[config.mk]
export PLATFORM = sky130hd
export DESIGN_NAME = dm_wt_cache
export DESIGN_NICKNAME = d
export VERILOG_FILES = /design/src/rtl/cache_pkg.sv /design/src/rtl/cache_wbuf.sv /design/src/rtl/cache_store.sv /design/src/rtl/cache_ctrl.sv /design/src/rtl/dm_wt_cache.sv
export SDC_FILE = /design/constraint.sdc
export NUM_CORES = 1
export LEC_CHECK = 0
export ABC_AREA = 1
export BUFFER_PORTS_ARGS = -buffer_cell sky130_fd_sc_hd__buf_2
export CAP_MARGIN = 20
export CORE_ASPECT_RATIO = 1.25
export CORE_MARGIN = 1
export CORE_UTILIZATION = 53
export DETAILED_ROUTE_END_ITERATION = 8
export PLACE_DENSITY = 0.7
export SETUP_SLACK_MARGIN = 0.5
export SYNTH_ARGS = -nofsm -noshare
export SYNTH_HDL_FRONTEND = slang
export SYNTH_HIERARCHICAL = 1
export SYNTH_SLANG_ARGS = --single-unit
[constraint.sdc]
create_clock -name clk -period 4.7 [get_ports clk]
set_input_delay 0.705 -clock clk [delete_from_list [all_inputs] [get_ports clk]]
set_output_delay 0.705 -clock clk [all_outputs]
set_load 0.01 [all_outputs]
[src/rtl/cache_pkg.sv]
package cache_pkg;
    typedef enum logic {
        ST_IDLE = 1'b0,
        ST_FILL = 1'b1
    } fsm_e;
endpackage

[src/rtl/cache_wbuf.sv]
module cache_wbuf #(
    parameter int AW    = 10,
    parameter int DW    = 32,
    parameter int DEPTH = 4
) (
    input  logic          clk,
    input  logic          rst_n,
    input  logic          push,
    input  logic [AW-1:0] push_addr,
    input  logic [DW-1:0] push_data,
    output logic          full,
    output logic          empty,
    output logic          head_valid,
    output logic [AW-1:0] head_addr,
    output logic [DW-1:0] head_data,
    input  logic          head_ready
);
    localparam int PTR_W = (DEPTH > 1) ? $clog2(DEPTH) : 1;
    localparam int CNT_W = $clog2(DEPTH + 1);

    typedef struct packed {
        logic [PTR_W-1:0] wp;
        logic [PTR_W-1:0] rp;
        logic [CNT_W-1:0] cnt;
    } wbuf_st_t;

    wbuf_st_t st_d, st_q;
    logic [AW+DW-1:0] slot_q [DEPTH];
    logic pop;

    function automatic logic [PTR_W-1:0] ptr_inc(input logic [PTR_W-1:0] p);
        return (p == PTR_W'(DEPTH - 1)) ? '0 : p + 1'b1;
    endfunction

    assign full       = (st_q.cnt == CNT_W'(DEPTH));
    assign empty      = (st_q.cnt == '0);
    assign head_valid = !empty;
    assign pop        = head_valid && head_ready;
    assign {head_addr, head_data} = slot_q[st_q.rp];

    always_comb begin
        st_d = st_q;
        if (push) st_d.wp = ptr_inc(st_q.wp);
        if (pop)  st_d.rp = ptr_inc(st_q.rp);
        st_d.cnt = st_q.cnt + CNT_W'(push) - CNT_W'(pop);
    end

    always_ff @(posedge clk or negedge rst_n) begin
        if (!rst_n) st_q <= '0;
        else        st_q <= st_d;
    end

    always_ff @(posedge clk) begin
        if (push) slot_q[st_q.wp] <= {push_addr, push_data};
    end

    AST_NO_OVERFLOW: assert property (@(posedge clk) disable iff (!rst_n)
        push |-> !full);
    AST_POP_MOVES_COUNT: assert property (@(posedge clk) disable iff (!rst_n)
        (pop && !push) |=> (st_q.cnt == $past(st_q.cnt) - 1'b1));
endmodule

[src/rtl/cache_store.sv]
module cache_store #(
    parameter int IDX_W = 4,
    parameter int TAG_W = 6,
    parameter int DW    = 32
) (
    input  logic             clk,
    input  logic             rst_n,
    input  logic [IDX_W-1:0] rd_idx,
    output logic             rd_valid,
    output logic [TAG_W-1:0] rd_tag,
    output logic [DW-1:0]    rd_data,
    input  logic             wr_en,
    input  logic [IDX_W-1:0] wr_idx,
    input  logic [TAG_W-1:0] wr_tag,
    input  logic [DW-1:0]    wr_data
);
    localparam int ENTRIES = 1 << IDX_W;

    logic [ENTRIES-1:0] valid_d, valid_q;
    logic [TAG_W-1:0]   tag_q  [ENTRIES];
    logic [DW-1:0]      data_q [ENTRIES];

    always_comb begin
        valid_d = valid_q;
        if (wr_en) valid_d[wr_idx] = 1'b1;
    end

    always_ff @(posedge clk or negedge rst_n) begin
        if (!rst_n) valid_q <= '0;
        else        valid_q <= valid_d;
    end

    for (genvar i = 0; i < ENTRIES; i++) begin : g_entry
        always_ff @(posedge clk) begin
            if (wr_en && wr_idx == IDX_W'(i)) begin
                tag_q[i]  <= wr_tag;
                data_q[i] <= wr_data;
            end
        end
    end

    assign rd_valid = valid_q[rd_idx];
    assign rd_tag   = tag_q[rd_idx];
    assign rd_data  = data_q[rd_idx];

    AST_FILL_SETS_VALID: assert property (@(posedge clk) disable iff (!rst_n)
        wr_en |=> valid_q[$past(wr_idx)]);
endmodule

[src/rtl/cache_ctrl.sv]
module cache_ctrl
    import cache_pkg::*;
#(
    parameter int TAG_W = 6,
    parameter int DW    = 32
) (
    input  logic             clk,
    input  logic             rst_n,
    input  logic             cpu_req,
    input  logic             cpu_we,
    input  logic [TAG_W-1:0] req_tag,
    input  logic [DW-1:0]    cpu_wdata,
    output logic             cpu_ready,
    output logic [DW-1:0]    cpu_rdata,
    input  logic             ent_valid,
    input  logic [TAG_W-1:0] ent_tag,
    input  logic [DW-1:0]    ent_data,
    output logic             ent_wr,
    output logic [DW-1:0]    ent_wr_data,
    input  logic             q_full,
    input  logic             q_empty,
    output logic             q_push,
    output logic             mem_rd_req,
    input  logic             mem_rd_valid,
    input  logic [DW-1:0]    mem_rd_data
);
    typedef struct packed {
        fsm_e st;
    } ctrl_st_t;

    ctrl_st_t st_d, st_q;
    logic hit;

    assign hit = ent_valid && (ent_tag == req_tag);

    always_comb begin
        st_d        = st_q;
        cpu_ready   = 1'b0;
        cpu_rdata   = ent_data;
        ent_wr      = 1'b0;
        ent_wr_data = cpu_wdata;
        q_push      = 1'b0;
        mem_rd_req  = 1'b0;
        unique case (st_q.st)
            ST_IDLE: begin
                if (cpu_req && cpu_we) begin
                    if (!q_full) begin
                        cpu_ready = 1'b1;
                        q_push    = 1'b1;
                        ent_wr    = hit;
                    end
                end else if (cpu_req) begin
                    if (hit)          cpu_ready = 1'b1;
                    else if (q_empty) st_d.st   = ST_FILL;
                end
            end
            ST_FILL: begin
                mem_rd_req = 1'b1;
                if (mem_rd_valid) begin
                    cpu_ready   = 1'b1;
                    cpu_rdata   = mem_rd_data;
                    ent_wr      = 1'b1;
                    ent_wr_data = mem_rd_data;
                    st_d.st     = ST_IDLE;
                end
            end
            default: st_d.st = ST_IDLE;
        endcase
    end

    always_ff @(posedge clk or negedge rst_n) begin
        if (!rst_n) st_q <= '{st: ST_IDLE};
        else        st_q <= st_d;
    end

    AST_FETCH_AFTER_DRAIN: assert property (@(posedge clk) disable iff (!rst_n)
        mem_rd_req |-> q_empty);
    AST_FETCH_HELD: assert property (@(posedge clk) disable iff (!rst_n)
        (mem_rd_req && !mem_rd_valid) |=> mem_rd_req);
    AST_STORE_STALLS_FULL: assert property (@(posedge clk) disable iff (!rst_n)
        (cpu_req && cpu_we && q_full) |-> !cpu_ready);
    AST_HIT_NO_FETCH: assert property (@(posedge clk) disable iff (!rst_n)
        (cpu_req && !cpu_we && hit && !mem_rd_req) |=> !mem_rd_req);
    AST_WRMISS_KEEPS_ENTRY: assert property (@(posedge clk) disable iff (!rst_n)
        (cpu_req && cpu_we && !hit) |-> !ent_wr);
endmodule

[src/rtl/dm_wt_cache.sv]
module dm_wt_cache #(
    parameter int ADDR_W = 12,
    parameter int DATA_W = 32,
    parameter int IDX_W  = 4,
    parameter int DEPTH  = 4
) (
    input  logic                clk,
    input  logic                rst_n,
    input  logic                cpu_req,
    input  logic                cpu_we,
    input  logic [ADDR_W-1:0]   cpu_addr,
    input  logic [DATA_W-1:0]   cpu_wdata,
    output logic                cpu_ready,
    output logic [DATA_W-1:0]   cpu_rdata,
    output logic                mem_wr_valid,
    input  logic                mem_wr_ready,
    output logic [ADDR_W-3:0]   mem_wr_addr,
    output logic [DATA_W-1:0]   mem_wr_data,
    output logic                mem_rd_req,
    output logic [ADDR_W-3:0]   mem_rd_addr,
    input  logic                mem_rd_valid,
    input  logic [DATA_W-1:0]   mem_rd_data
);
    localparam int OFF_W = 2;
    localparam int WA_W  = ADDR_W - OFF_W;
    localparam int TAG_W = WA_W - IDX_W;

    logic [WA_W-1:0]  word_addr;
    logic [IDX_W-1:0] req_idx;
    logic [TAG_W-1:0] req_tag;
    logic             off_unused;

    assign word_addr  = cpu_addr[ADDR_W-1:OFF_W];
    assign req_idx    = word_addr[IDX_W-1:0];
    assign req_tag    = word_addr[WA_W-1:IDX_W];
    assign off_unused = ^cpu_addr[OFF_W-1:0];
    assign mem_rd_addr = word_addr;

    logic             ent_valid, ent_wr, q_full, q_empty, q_push;
    logic [TAG_W-1:0] ent_tag;
    logic [DATA_W-1:0] ent_data, ent_wr_data;

    cache_store #(.IDX_W(IDX_W), .TAG_W(TAG_W), .DW(DATA_W)) u_store (
        .clk(clk), .rst_n(rst_n),
        .rd_idx(req_idx), .rd_valid(ent_valid), .rd_tag(ent_tag), .rd_data(ent_data),
        .wr_en(ent_wr), .wr_idx(req_idx), .wr_tag(req_tag), .wr_data(ent_wr_data)
    );

    cache_wbuf #(.AW(WA_W), .DW(DATA_W), .DEPTH(DEPTH)) u_wbuf (
        .clk(clk), .rst_n(rst_n),
        .push(q_push), .push_addr(word_addr), .push_data(cpu_wdata),
        .full(q_full), .empty(q_empty),
        .head_valid(mem_wr_valid), .head_addr(mem_wr_addr), .head_data(mem_wr_data),
        .head_ready(mem_wr_ready)
    );

    cache_ctrl #(.TAG_W(TAG_W), .DW(DATA_W)) u_ctrl (
        .clk(clk), .rst_n(rst_n),
        .cpu_req(cpu_req), .cpu_we(cpu_we), .req_tag(req_tag), .cpu_wdata(cpu_wdata),
        .cpu_ready(cpu_ready), .cpu_rdata(cpu_rdata),
        .ent_valid(ent_valid), .ent_tag(ent_tag), .ent_data(ent_data),
        .ent_wr(ent_wr), .ent_wr_data(ent_wr_data),
        .q_full(q_full), .q_empty(q_empty), .q_push(q_push),
        .mem_rd_req(mem_rd_req), .mem_rd_valid(mem_rd_valid), .mem_rd_data(mem_rd_data)
    );

    AST_STORE_POSTED: assert property (@(posedge clk) disable iff (!rst_n)
        (cpu_req && cpu_we && cpu_ready) |=> mem_wr_valid);
endmodule

==> impl.org <==
** CTS
- CTS placed an instance of clkbuf_16 at the clock tree root.
- Register clock-pin slew on the reported worst setup and hold paths :: 0.06 ns
- Once the clock tree was built, the resizer swapped 0 gates to a different size.
- Hold-fix buffers, CTS :: 0
- CTS H-tree depth :: 3
- The clock reaches the later pin of the worst-skew pair after 0.61 ns.
- Buffer levels on the longest clock path :: 3
- TritonCTS buffer count :: 73
- TritonCTS built the clock tree.
- The clock drives 800 sinks.
- After clock tree synthesis, the setup repair step added 0 buffers.

** Run status
- Result of the run :: finished, final reports clean

** Place
- Total half-perimeter wirelength after legalization and detailed placement :: 45.8 mm
- The congestion estimate from routability-driven global placement came to 0.776.
- Count of buffers inserted at the top-level ports :: 166

** Timing
- Clock skew :: 0.0183 ns
- Setup violations remaining at the end of the flow were counted as 0.
- Hold_ws :: 0.106 ns
- Actual transition at the worst max-transition pin :: 0.915 ns
- The number of slew-limit violations in the final report was 0.
- Unrepaired setup endpoints after global routing :: false
- Final Hold Violating Endpoints :: 0
- Setup Total Neg Slack :: 0 ns
- The worst pin sits at a relative slew slack of 38.5%.
- Maximum frequency from static timing analysis :: 254 MHz
- Final worst path period share :: 83.7%
- The routed design could run at a clock period as short as 3.93 ns.

** GRT
- Wire length of the first global-routing pass :: 125 mm
- Antenna violations before repair :: 2
- Across every metal layer, demand over resource in global routing totals 24.8%.
- Number of global-route vias before repair :: 21.8k
- Entering global routing, the biggest net connects 120 pins.
- Summed over all layers, the global routing overflow is 0.

** Yosys
- The cell count after synthesis came out at 3330.
- Number of synthesized register bits :: 800
- The number of nets handed over by synthesis was 3420.
- Yosys synthesis warning count :: 6
- The largest total area in the synthesized netlist belongs to edfxtp_1.
- After synthesis the cells add up to 35000 sq um.
- Largest cells by area after synthesis :: edfxtp_1 67%, nand2_1 12%, nand3_1 6.8%
- Seq/Total Area, Yosys :: 68.3%
- Area share of the largest cell type after synthesis :: 66.6%
- The synthesized netlist contains 25 unique library cells.
- Synth Area per Inst :: 10.5 sq um

** Floorplanning
- Total die area :: 67000 sq um
- The floorplan step set the die height to 289 microns.
- Floorplan row count :: 104
- For this design the top-level I/O count stands at 169.
- Starting density of the core :: 54.0%
- The die is 232 microns wide.
- Area of the placeable core :: 64800 sq um

** Setup path
- Critical Path Sink Type :: output port
- The slowest stage of the critical path is the buf_4 cell.
- By instance count, the cell type seen most on the critical path is nand2_1.
- Critical-path cell list :: buf_8 -> buf_4 -> buf_4 -> nand2_1 -> nand3_1 -> nand3_1 -> nand3_1 -> nand2_1 -> nand2_1 -> nand2_1 -> buf_2
- In this run the worst path has a maximum fanout of 82.
- On the worst path, the slowest cell contributes a delay of 0.73 ns.
- The worst setup path is launched from a primary input.
- Endpoint arrival time on the critical path :: 3.23 ns
- Cell family with most CP delay :: buffers and inverters
- Buffer and inverter count on the worst path :: 4
- Setup Crit Path Kind :: primary input to output port
- Worst path required time :: 3.99 ns

** Job
- Max-capacitance violation count :: 0

** Routing
- Via/cell ratio :: 5.30
- For this run, design rule violations remaining after detail routing come to 0.
- 1st-pass router iterations :: 8
- For this block, the initial DRC count from the detailed router was 1965.
- Summed over all layers, the routed wires come to 82.2 mm.
- In this run the remaining antenna-violating nets after routing total 0.
- In the final routed layout, each cell accounts on average for 18.9 microns.
- Across all layers, the routed design uses 23.1k vias.

** Final layout
- Relative area change from synthesis to final layout :: 10.9%
- Fill cell total of the finished layout :: 5055
- Area used by multi-input combinational logic :: 7890 sq um
- The library cells used most frequently in the layout, excluding fill and tap cells, are 1140 x nand2_1, 776 x edfxtp_1, 583 x inv_1, 477 x nand3_1, 163 x buf_2.
- The final layout contains 3550 nets.
- Share of layout cells above drive strength 1 :: 10.6%
- Register Area :: 23900 sq um
- The library cell used most frequently in the layout, excluding fill and tap cells, is nand2_1.

** Worst hold path
- The path class of the tightest hold or removal check is primary input to asynchronous set/reset pin.

** Power
- Pwr/cell area :: 433 nW/um^2
- Static Leak :: 16.7 nW
- Worst IR Drop VDD :: 0.524 mV
final timing paths:
check | cells after the start | slack, ns | end | start
max in group asynchronous | 1 | 4.14 | u_wbuf/st_q[3] | rst_n
setup reg to reg | 8 | 1.54 | u_store/data_q[0][7] | u_wbuf/st_q[1]
setup / recovery | 11 | 0.77 | cpu_rdata[21] | cpu_addr[2]
hold reg to reg | 2 | 0.46 | u_store/valid_q[12] | u_store/valid_q[12]
min in group clk | 1 | 0.33 | u_wbuf/slot_q[1][0] | cpu_wdata[0]
hold / removal | 1 | 0.11 | u_ctrl/st_q | rst_n
final cells by class:
| class | instances | area share (%) |
|---|---|---|
| Antenna cell | 2 | 0.0129 |
| Clock buffer | 88 | 4.86 |
| Clock inverter | 34 | 0.645 |
| Inverter | 593 | 5.78 |
| Multi-Input combinational cell | 1761 | 20.3 |
| Sequential cell | 800 | 61.7 |
| Tap cell | 848 | 2.74 |
| Timing Repair Buffer | 231 | 3.97 |
registers in the layout (all words and copies together) (netlist names):
name             count
u_ctrl/st_q          1
u_store/data_q     512
u_store/tag_q       96
u_store/valid_q     16
u_wbuf/slot_q      168
u_wbuf/st_q          7
per-layer routing:
metal | wire length (microns) | share of wire, % | global-route usage [%] | vias up
li1 | - | - | - | 11032
met1 | 33800 | 41 | 32.8 | 11075
met2 | 40200 | 49 | 41.4 | 829
met3 | 6070 | 7.4 | 3.79 | 155
met4 | 2270 | 2.8 | 9.88 | 0
met5 | 0 | 0 | 0 | -
kinds of logic (layout without fill, tap and decap cells):
| logic type | after synthesis | in the layout | synth area share (%) |
|---|---|---|---|
| AO/OA/AOI/OAI | 106 | 106 | 2.46 |
| adder cells (fa/ha/maj) | 8 | 8 | 0.308 |
| AND/OR/NAND/NOR | 1645 | 1645 | 19.4 |
| flip-flops | 800 | 800 | 68.3 |
| XOR/XNOR | 2 | 2 | 0.0501 |
| buffers and inverters | 769 | 946 | 9.47 |
| other | 0 | 2 | 0 |
where the power goes:
part | switching, mW | total, mW | internal (mW)
clock | 2.44 | 5.49 | 3.05
combinational | 1.97 | 2.81 | 0.840
sequential | 0.143 | 8.47 | 8.32
through the flow:
| stage | area [sq um] | instances | setup slack, ns | total power, mW | util (%) |
|---|---|---|---|---|---|
| floorplan | 35000 | 3330 | 0.337 | 10.5 | - |
| global placement | 36600 | 4230 | 0.437 | 11.4 | 56.4 |
| detailed placement | 36600 | 4230 | 0.494 | 11.4 | 56.4 |
| CTS | 38700 | 4352 | 0.777 | 16.9 | 59.7 |
| global route | 38800 | 4357 | 0.547 | 17.5 | 59.8 |
| finish | 38800 | 4357 | 0.766 | 16.8 | 59.8 |
cells in the mapped netlist (all sizes together):
library cell	number
dfrtp	24
xor2	1
and3	1
o22ai	1
inv	593
edfxtp	776
xnor2	1
a21boi	1
o211ai	84
ha	7
buf	158
nand2	1141
nand3	477
clkbuf	18
fa	1
o21ai	19
nor2	24
a21oi	1
nor3	2
Note: power is estimated with default switching activity, not from simulation.
